### config.mk
export PLATFORM = sky130hd
export DESIGN_NAME = pwm_shadow_gen
export DESIGN_NICKNAME = d
export VERILOG_FILES = /design/src/rtl/pwm_shadow_pkg.sv /design/src/rtl/pwm_regfile.sv /design/src/rtl/pwm_prescaler.sv /design/src/rtl/pwm_phase_out.sv /design/src/rtl/pwm_shadow_gen.sv
export SDC_FILE = /design/constraint.sdc
export NUM_CORES = 1
export LEC_CHECK = 0
export CELL_PAD_IN_SITES_DETAIL_PLACEMENT = 1
export CELL_PAD_IN_SITES_GLOBAL_PLACEMENT = 1
export CORE_MARGIN = 8
export CORE_UTILIZATION = 45
export CTS_CLUSTER_SIZE = 20
export DETAILED_ROUTE_END_ITERATION = 8
export DONT_BUFFER_PORTS = 1
export PLACE_DENSITY = 0.7
export SLEW_MARGIN = 5
export SYNTH_ARGS = -nofsm -noshare
export SYNTH_HDL_FRONTEND = slang
export SYNTH_SLANG_ARGS = --single-unit
### constraint.sdc
create_clock -name clk -period 2.6 [get_ports clk]
set_input_delay 0.26 -clock clk [delete_from_list [all_inputs] [get_ports clk]]
set_output_delay 0.26 -clock clk [all_outputs]
set_load 0.02 [all_outputs]
### src/rtl/pwm_shadow_pkg.sv
package pwm_shadow_pkg;
  localparam int unsigned REG_W   = 16;
  localparam int unsigned ADR_W   = 2;
  localparam int unsigned PHASE_W = 8;
  localparam int unsigned RATIO_W = PHASE_W + 1;
  localparam int unsigned DIV_W   = 16;

  typedef enum logic [ADR_W-1:0] {
    SEL_RATIO = 2'd0,
    SEL_DIV   = 2'd1,
    SEL_CTRL  = 2'd2,
    SEL_SPARE = 2'd3
  } reg_sel_e;

  localparam int unsigned CTRL_EN_BIT   = 0;
  localparam int unsigned CTRL_LOAD_BIT = 1;
endpackage

### src/rtl/pwm_regfile.sv
module pwm_regfile
  import pwm_shadow_pkg::*;
#(
  parameter int unsigned W  = REG_W,
  parameter int unsigned AW = ADR_W,
  parameter int unsigned RW = RATIO_W,
  parameter int unsigned DW = DIV_W
) (
  input  logic          clk,
  input  logic          rst,
  input  logic          wr_en,
  input  logic [AW-1:0] addr,
  input  logic [W-1:0]  wdata,
  output logic [W-1:0]  rdata,
  input  logic          period_end,
  output logic          run_en,
  output logic [RW-1:0] act_ratio,
  output logic [DW-1:0] act_div
);
  localparam int unsigned RPAD = W - RW;
  localparam int unsigned DPAD = W - DW;

  logic [RW-1:0] stg_ratio;
  logic [DW-1:0] stg_div;
  logic          load_pend;
  logic          apply_now;

  assign apply_now = load_pend && (!run_en || period_end);

  always_ff @(posedge clk) begin
    if (rst) begin
      stg_ratio <= '0;
      stg_div   <= '0;
      run_en    <= 1'b0;
      load_pend <= 1'b0;
      act_ratio <= '0;
      act_div   <= '0;
    end else begin
      if (apply_now) begin
        act_ratio <= stg_ratio;
        act_div   <= stg_div;
        load_pend <= 1'b0;
      end
      if (wr_en) begin
        case (addr)
          SEL_RATIO: stg_ratio <= wdata[RW-1:0];
          SEL_DIV:   stg_div   <= wdata[DW-1:0];
          SEL_CTRL: begin
            run_en <= wdata[CTRL_EN_BIT];
            if (wdata[CTRL_LOAD_BIT]) load_pend <= 1'b1;
          end
          default: ;
        endcase
      end
    end
  end

  always_ff @(posedge clk) begin
    if (rst) begin
      rdata <= '0;
    end else begin
      case (addr)
        SEL_RATIO: rdata <= {{RPAD{1'b0}}, stg_ratio};
        SEL_DIV:   rdata <= {{DPAD{1'b0}}, stg_div};
        SEL_CTRL:  rdata <= {{(W-1){1'b0}}, run_en};
        default:   rdata <= '0;
      endcase
    end
  end

  AST_LOAD_AT_BOUNDARY: assert property (@(posedge clk) disable iff (rst)
    (!$stable(act_ratio) || !$stable(act_div)) |-> $past(!run_en || period_end)) else $error("load timing");

  AST_SPARE_WRITE_INERT: assert property (@(posedge clk) disable iff (rst)
    (wr_en && addr == SEL_SPARE) |=> ($stable(stg_ratio) && $stable(stg_div) && $stable(run_en))) else $error("spare write");

  AST_CTRL_READ_NARROW: assert property (@(posedge clk) disable iff (rst)
    (addr == SEL_CTRL) |=> (rdata[W-1:1] == '0)) else $error("ctrl read");
endmodule

### src/rtl/pwm_prescaler.sv
module pwm_prescaler
  import pwm_shadow_pkg::*;
#(
  parameter int unsigned DW = DIV_W
) (
  input  logic          clk,
  input  logic          rst,
  input  logic          en,
  input  logic [DW-1:0] div,
  output logic          tick
);
  logic [DW-1:0] cnt;

  assign tick = en && (cnt >= div);

  always_ff @(posedge clk) begin
    if (rst || !en) begin
      cnt <= '0;
    end else if (cnt >= div) begin
      cnt <= '0;
    end else begin
      cnt <= cnt + 1'b1;
    end
  end

  AST_PRESCALE_BOUND: assert property (@(posedge clk) disable iff (rst)
    en |-> (cnt <= div)) else $error("prescaler past divider");

  AST_PRESCALE_HELD: assert property (@(posedge clk) disable iff (rst)
    !en |=> (cnt == '0)) else $error("prescaler not held");
endmodule

### src/rtl/pwm_phase_out.sv
module pwm_phase_out
  import pwm_shadow_pkg::*;
#(
  parameter int unsigned PW = PHASE_W,
  parameter int unsigned RW = RATIO_W
) (
  input  logic          clk,
  input  logic          rst,
  input  logic          en,
  input  logic          tick,
  input  logic [RW-1:0] ratio,
  output logic          period_end,
  output logic          pwm_out
);
  localparam logic [PW-1:0] LAST = {PW{1'b1}};

  logic [PW-1:0] phase;
  logic          above;

  assign period_end = tick && (phase == LAST);
  assign above      = ({1'b0, phase} < ratio);

  always_ff @(posedge clk) begin
    if (rst || !en) begin
      phase <= '0;
    end else if (tick) begin
      phase <= phase + 1'b1;
    end
  end

  always_ff @(posedge clk) begin
    if (rst) pwm_out <= 1'b0;
    else     pwm_out <= en && above;
  end

  AST_PHASE_HOLD: assert property (@(posedge clk) disable iff (rst)
    (en && !tick) |=> $stable(phase)) else $error("phase moved");

  AST_PHASE_WRAP: assert property (@(posedge clk) disable iff (rst)
    period_end |=> (phase == '0)) else $error("phase wrap");

  AST_OFF_LOW: assert property (@(posedge clk) disable iff (rst)
    !en |=> (!pwm_out && phase == '0)) else $error("disabled output");

  AST_ZERO_LOW: assert property (@(posedge clk) disable iff (rst)
    (ratio == '0) |=> !pwm_out) else $error("zero ratio high");

  AST_FULL_HIGH: assert property (@(posedge clk) disable iff (rst)
    (en && ratio[RW-1]) |=> pwm_out) else $error("full ratio low");
endmodule

### src/rtl/pwm_shadow_gen.sv
module pwm_shadow_gen
  import pwm_shadow_pkg::*;
#(
  parameter int unsigned W  = REG_W,
  parameter int unsigned AW = ADR_W,
  parameter int unsigned PW = PHASE_W,
  parameter int unsigned DW = DIV_W
) (
  input  logic          clk,
  input  logic          rst,
  input  logic          wr_en,
  input  logic [AW-1:0] addr,
  input  logic [W-1:0]  wdata,
  output logic [W-1:0]  rdata,
  output logic          pwm_out
);
  localparam int unsigned RW = PW + 1;

  logic          run_en;
  logic [RW-1:0] act_ratio;
  logic [DW-1:0] act_div;
  logic          tick;
  logic          period_end;

  pwm_regfile #(.W(W), .AW(AW), .RW(RW), .DW(DW)) u_regs (
    .clk        (clk),
    .rst        (rst),
    .wr_en      (wr_en),
    .addr       (addr),
    .wdata      (wdata),
    .rdata      (rdata),
    .period_end (period_end),
    .run_en     (run_en),
    .act_ratio  (act_ratio),
    .act_div    (act_div)
  );

  pwm_prescaler #(.DW(DW)) u_pre (
    .clk  (clk),
    .rst  (rst),
    .en   (run_en),
    .div  (act_div),
    .tick (tick)
  );

  pwm_phase_out #(.PW(PW), .RW(RW)) u_out (
    .clk        (clk),
    .rst        (rst),
    .en         (run_en),
    .tick       (tick),
    .ratio      (act_ratio),
    .period_end (period_end),
    .pwm_out    (pwm_out)
  );
endmodule

==> results.cfg <==
[power]
total_switching_power_mw = 0.573
power_density_nw_per_um2 = 546
vdd_drop_max_v = 0.000307
seqPwrFrac_pct = 56.1
switching_share_pct = 22.0
p_int_mw = 2.03
p_leak_nw = 1.73
combPwrFrac_pct = 3.3
pwr-share-clk_pct = 40.6
p_total_mw = 2.60

[synth]
synth_edf_count = 0
ys_seq_area_share_pct = 42.8
syn_area_per_cell_um2 = 9.32
synth_commonest_cells = 93 x dfxtp_1, 48 x nor2_1, 46 x mux2i_1, 46 x nand2_1, 27 x inv_1
synth_top_area_share_pct = 42.8
syn_nets = 513
synthArstFlopShare_pct = 0
synth.area.top_cells = dfxtp_1 43%, mux2i_1 11%, ha_1 7.2%, or2b_2 5.2%, nor2_1 4.1%
netlist_area_um2 = 4350
ys_ff_latch = 93
ys_warn_count = 0
synthDistinctLibCells = 40
netlist_instances = 467
yosys.area.top_type = dfxtp_1
synth.most_common_cell = dfxtp_1
ys.flop_type = dfxtp_1

[setup_path]
crit_type = flip-flop to flip-flop
cp_max_fo = 6
cp-end-kind = flip-flop
cp-start-kind = flip-flop
arrival_ns = 2.79
required_ns = 2.89

[timing]
setup_tns_ns = 0
final.period_utilization_pct = 95.9
finalCriticalPeriod_ns = 2.49
fin_skew_ns = 0.00865
slew_headroom_pct = 30.9
setup_viol = 0
worst_pin_slew_ns = 1.03
finalHoldViolations = 0
finalMaxSlewViolations = 0
fmax_mhz = 401

[floorplanning]
fp.dieW_um = 114
die_area_um2 = 13100
ios = 38
die_h_um = 114
initial_core_util_pct = 45.4
rows = 36
core_um2 = 9590

[layout]
synthToLayoutAreaGrowth_pct = 9.32
antennaDiodeCount = 0
drive_gt1_share_pct = 13.2
nets = 513
fin_area_um2 = 4760

[routing]
first_pass_iters = 4
drcViolationCount = 0
vias = 3029
drt-total-wl_um = 9770
post_drt_wl_per_cell_um = 16.2
antenna_left = 0
via_per_inst = 5.01
drt_iter0_markers = 78

[grt]
grt_max_degree = 57
overflow = 0
antenna_found_initial = 0
track_usage_pct = 15.4
grt_pass1_vias = 3248
grt_first_pass_wirelength_um = 16000

[worst_hold_path]
hold_class = input port to flip-flop

[outcome]
status = finished clean

[clock_network]
cts_root_buffer = clkbuf_8
clockBufferDepth = 2
cts_tree = built
path_clk_slew_ns = 0.09
clock_sinks = 93
h-tree-depth = 3
clkLatencyLatePin_ns = 0.36
cts_made_buffers = 9

[placed_design]
place_congestion = 0.747
port_buffers = 0
hpwlAfterDp_um = 6670
dpl_cell_area_um2 = 4460

[flow_run]
cap_violations = 0
-- power by group through the flow --
| stage | sequential (mW) | clock [mW] | combinational (mW) |
|---|---|---|---|
| 6_report | 1.46 | 1.05 | 0.0870 |
| 4_1_cts | 1.46 | 1.09 | 0.0842 |
| 3_3_place_gp | 1.49 | 0 | 0.0740 |
| 2_1_floorplan | 1.49 | 0 | 0.0818 |
| 3_5_place_dp | 1.49 | 0 | 0.0763 |
| 5_1_grt | 1.46 | 1.14 | 0.0965 |
-- per-layer routing --
metal,vias up,track usage (%),wire [µm]
met5,-,0,0
met1,1430,19.2,4660
met4,0,8.25,227
met3,16,3.53,362
met2,40,24.1,4530
li1,1543,-,-
-- cell families (layout without fill, tap and decap cells) --
family          count (synthesis)  after routing  synth area share (%)
simple gates                  192            192                  24.3
flops                          93             93                  42.8
buf+inv                        48             52                  4.92
compound gates                 46             46                  6.84
mux                            46             46                  10.6
fa+ha+maj                      25             25                  7.19
xor+xnor                       17             17                  3.42
-- stage by stage --
step	utilization, %	worst slack [ns]	cells	hold WS, ns
CTS	48.8	0.0670	600	0.00683
global route	49.6	-0.00108	604	0.0144
detailed placement	46.5	0.120	584	0.347
global placement	46.5	0.210	584	0.343
floorplan	-	0.251	467	0.396
finish	49.6	0.106	604	0.0218
-- registers in the layout, summed over array words and instances, names as in the netlist --
signal,count
u_regs.stg_div,16
u_regs.run_en,1
u_regs.act_div,16
u_pre.cnt,16
u_regs.rdata,16
u_out.phase,8
u_regs.load_pend,1
u_out.pwm_out,1
u_regs.stg_ratio,9
u_regs.act_ratio,9
-- placed cells by master (no fill, tap or decap), drive strengths merged, types with 2 or more instances in the layout --
cell    netlist  layout
a31o          2       2
xnor2         9       9
and3         17      17
nand2        46      46
nand4         6       6
o21ai         4       4
a21o          5       5
or2b         40      40
nand2b       15      15
ha           25      25
dfxtp        93      93
buf           5       7
clkbuf       16      12
or2           2       2
inv          27      28
a31oi         3       3
nand3        12      12
a21oi        25      25
nor2         48      48
bufinv        0       2
xor2          8       8
nor3b         2       2
mux2i        46      46
-- layout make-up --
type                    instances  area [µm²]
inverters                      27         101
repair buffers                 10         129
flip-flops and latches         93        1860
clock inverters                 5        85.1
clock buffers                  10         128
fillers                      1113        4840
multi-input cells             326        2280
well taps                     133         166
-- worst paths after layout --
path / startpoint / to / slack, ns / cells past startpoint
worst max-delay path: u_regs.act_div[15] / u_regs.act_div[1] / 0.11 / 9
worst min-delay path: wdata[4] / u_regs.stg_div[4] / 0.02 / 2
worst max register to register: u_regs.act_div[15] / u_regs.act_div[1] / 0.11 / 9
worst min register to register: u_pre.cnt[0] / u_pre.cnt[0] / 0.46 / 1
-- repair_timing --
item	in CTS	in global routing
hold endpoints to repair	27	0
setup buffers	0	1
endpoints found under the setup margin	0	25
gates resized for setup	0	2
hold buffers	1	0
-- worst max-delay path: stages, from the launching register on --
cell and delay (ns):
dfxtp_1 0.33, inv_1 0.04, ha_1 0.31, nand4_1 0.13
nor3_2 0.20, or4b_4 0.52, and3_4 0.21, o22ai_4 0.26
clkbuf_16 0.23, mux2i_1 0.18
No activity file was read; power rests on OpenSTA's default activity.
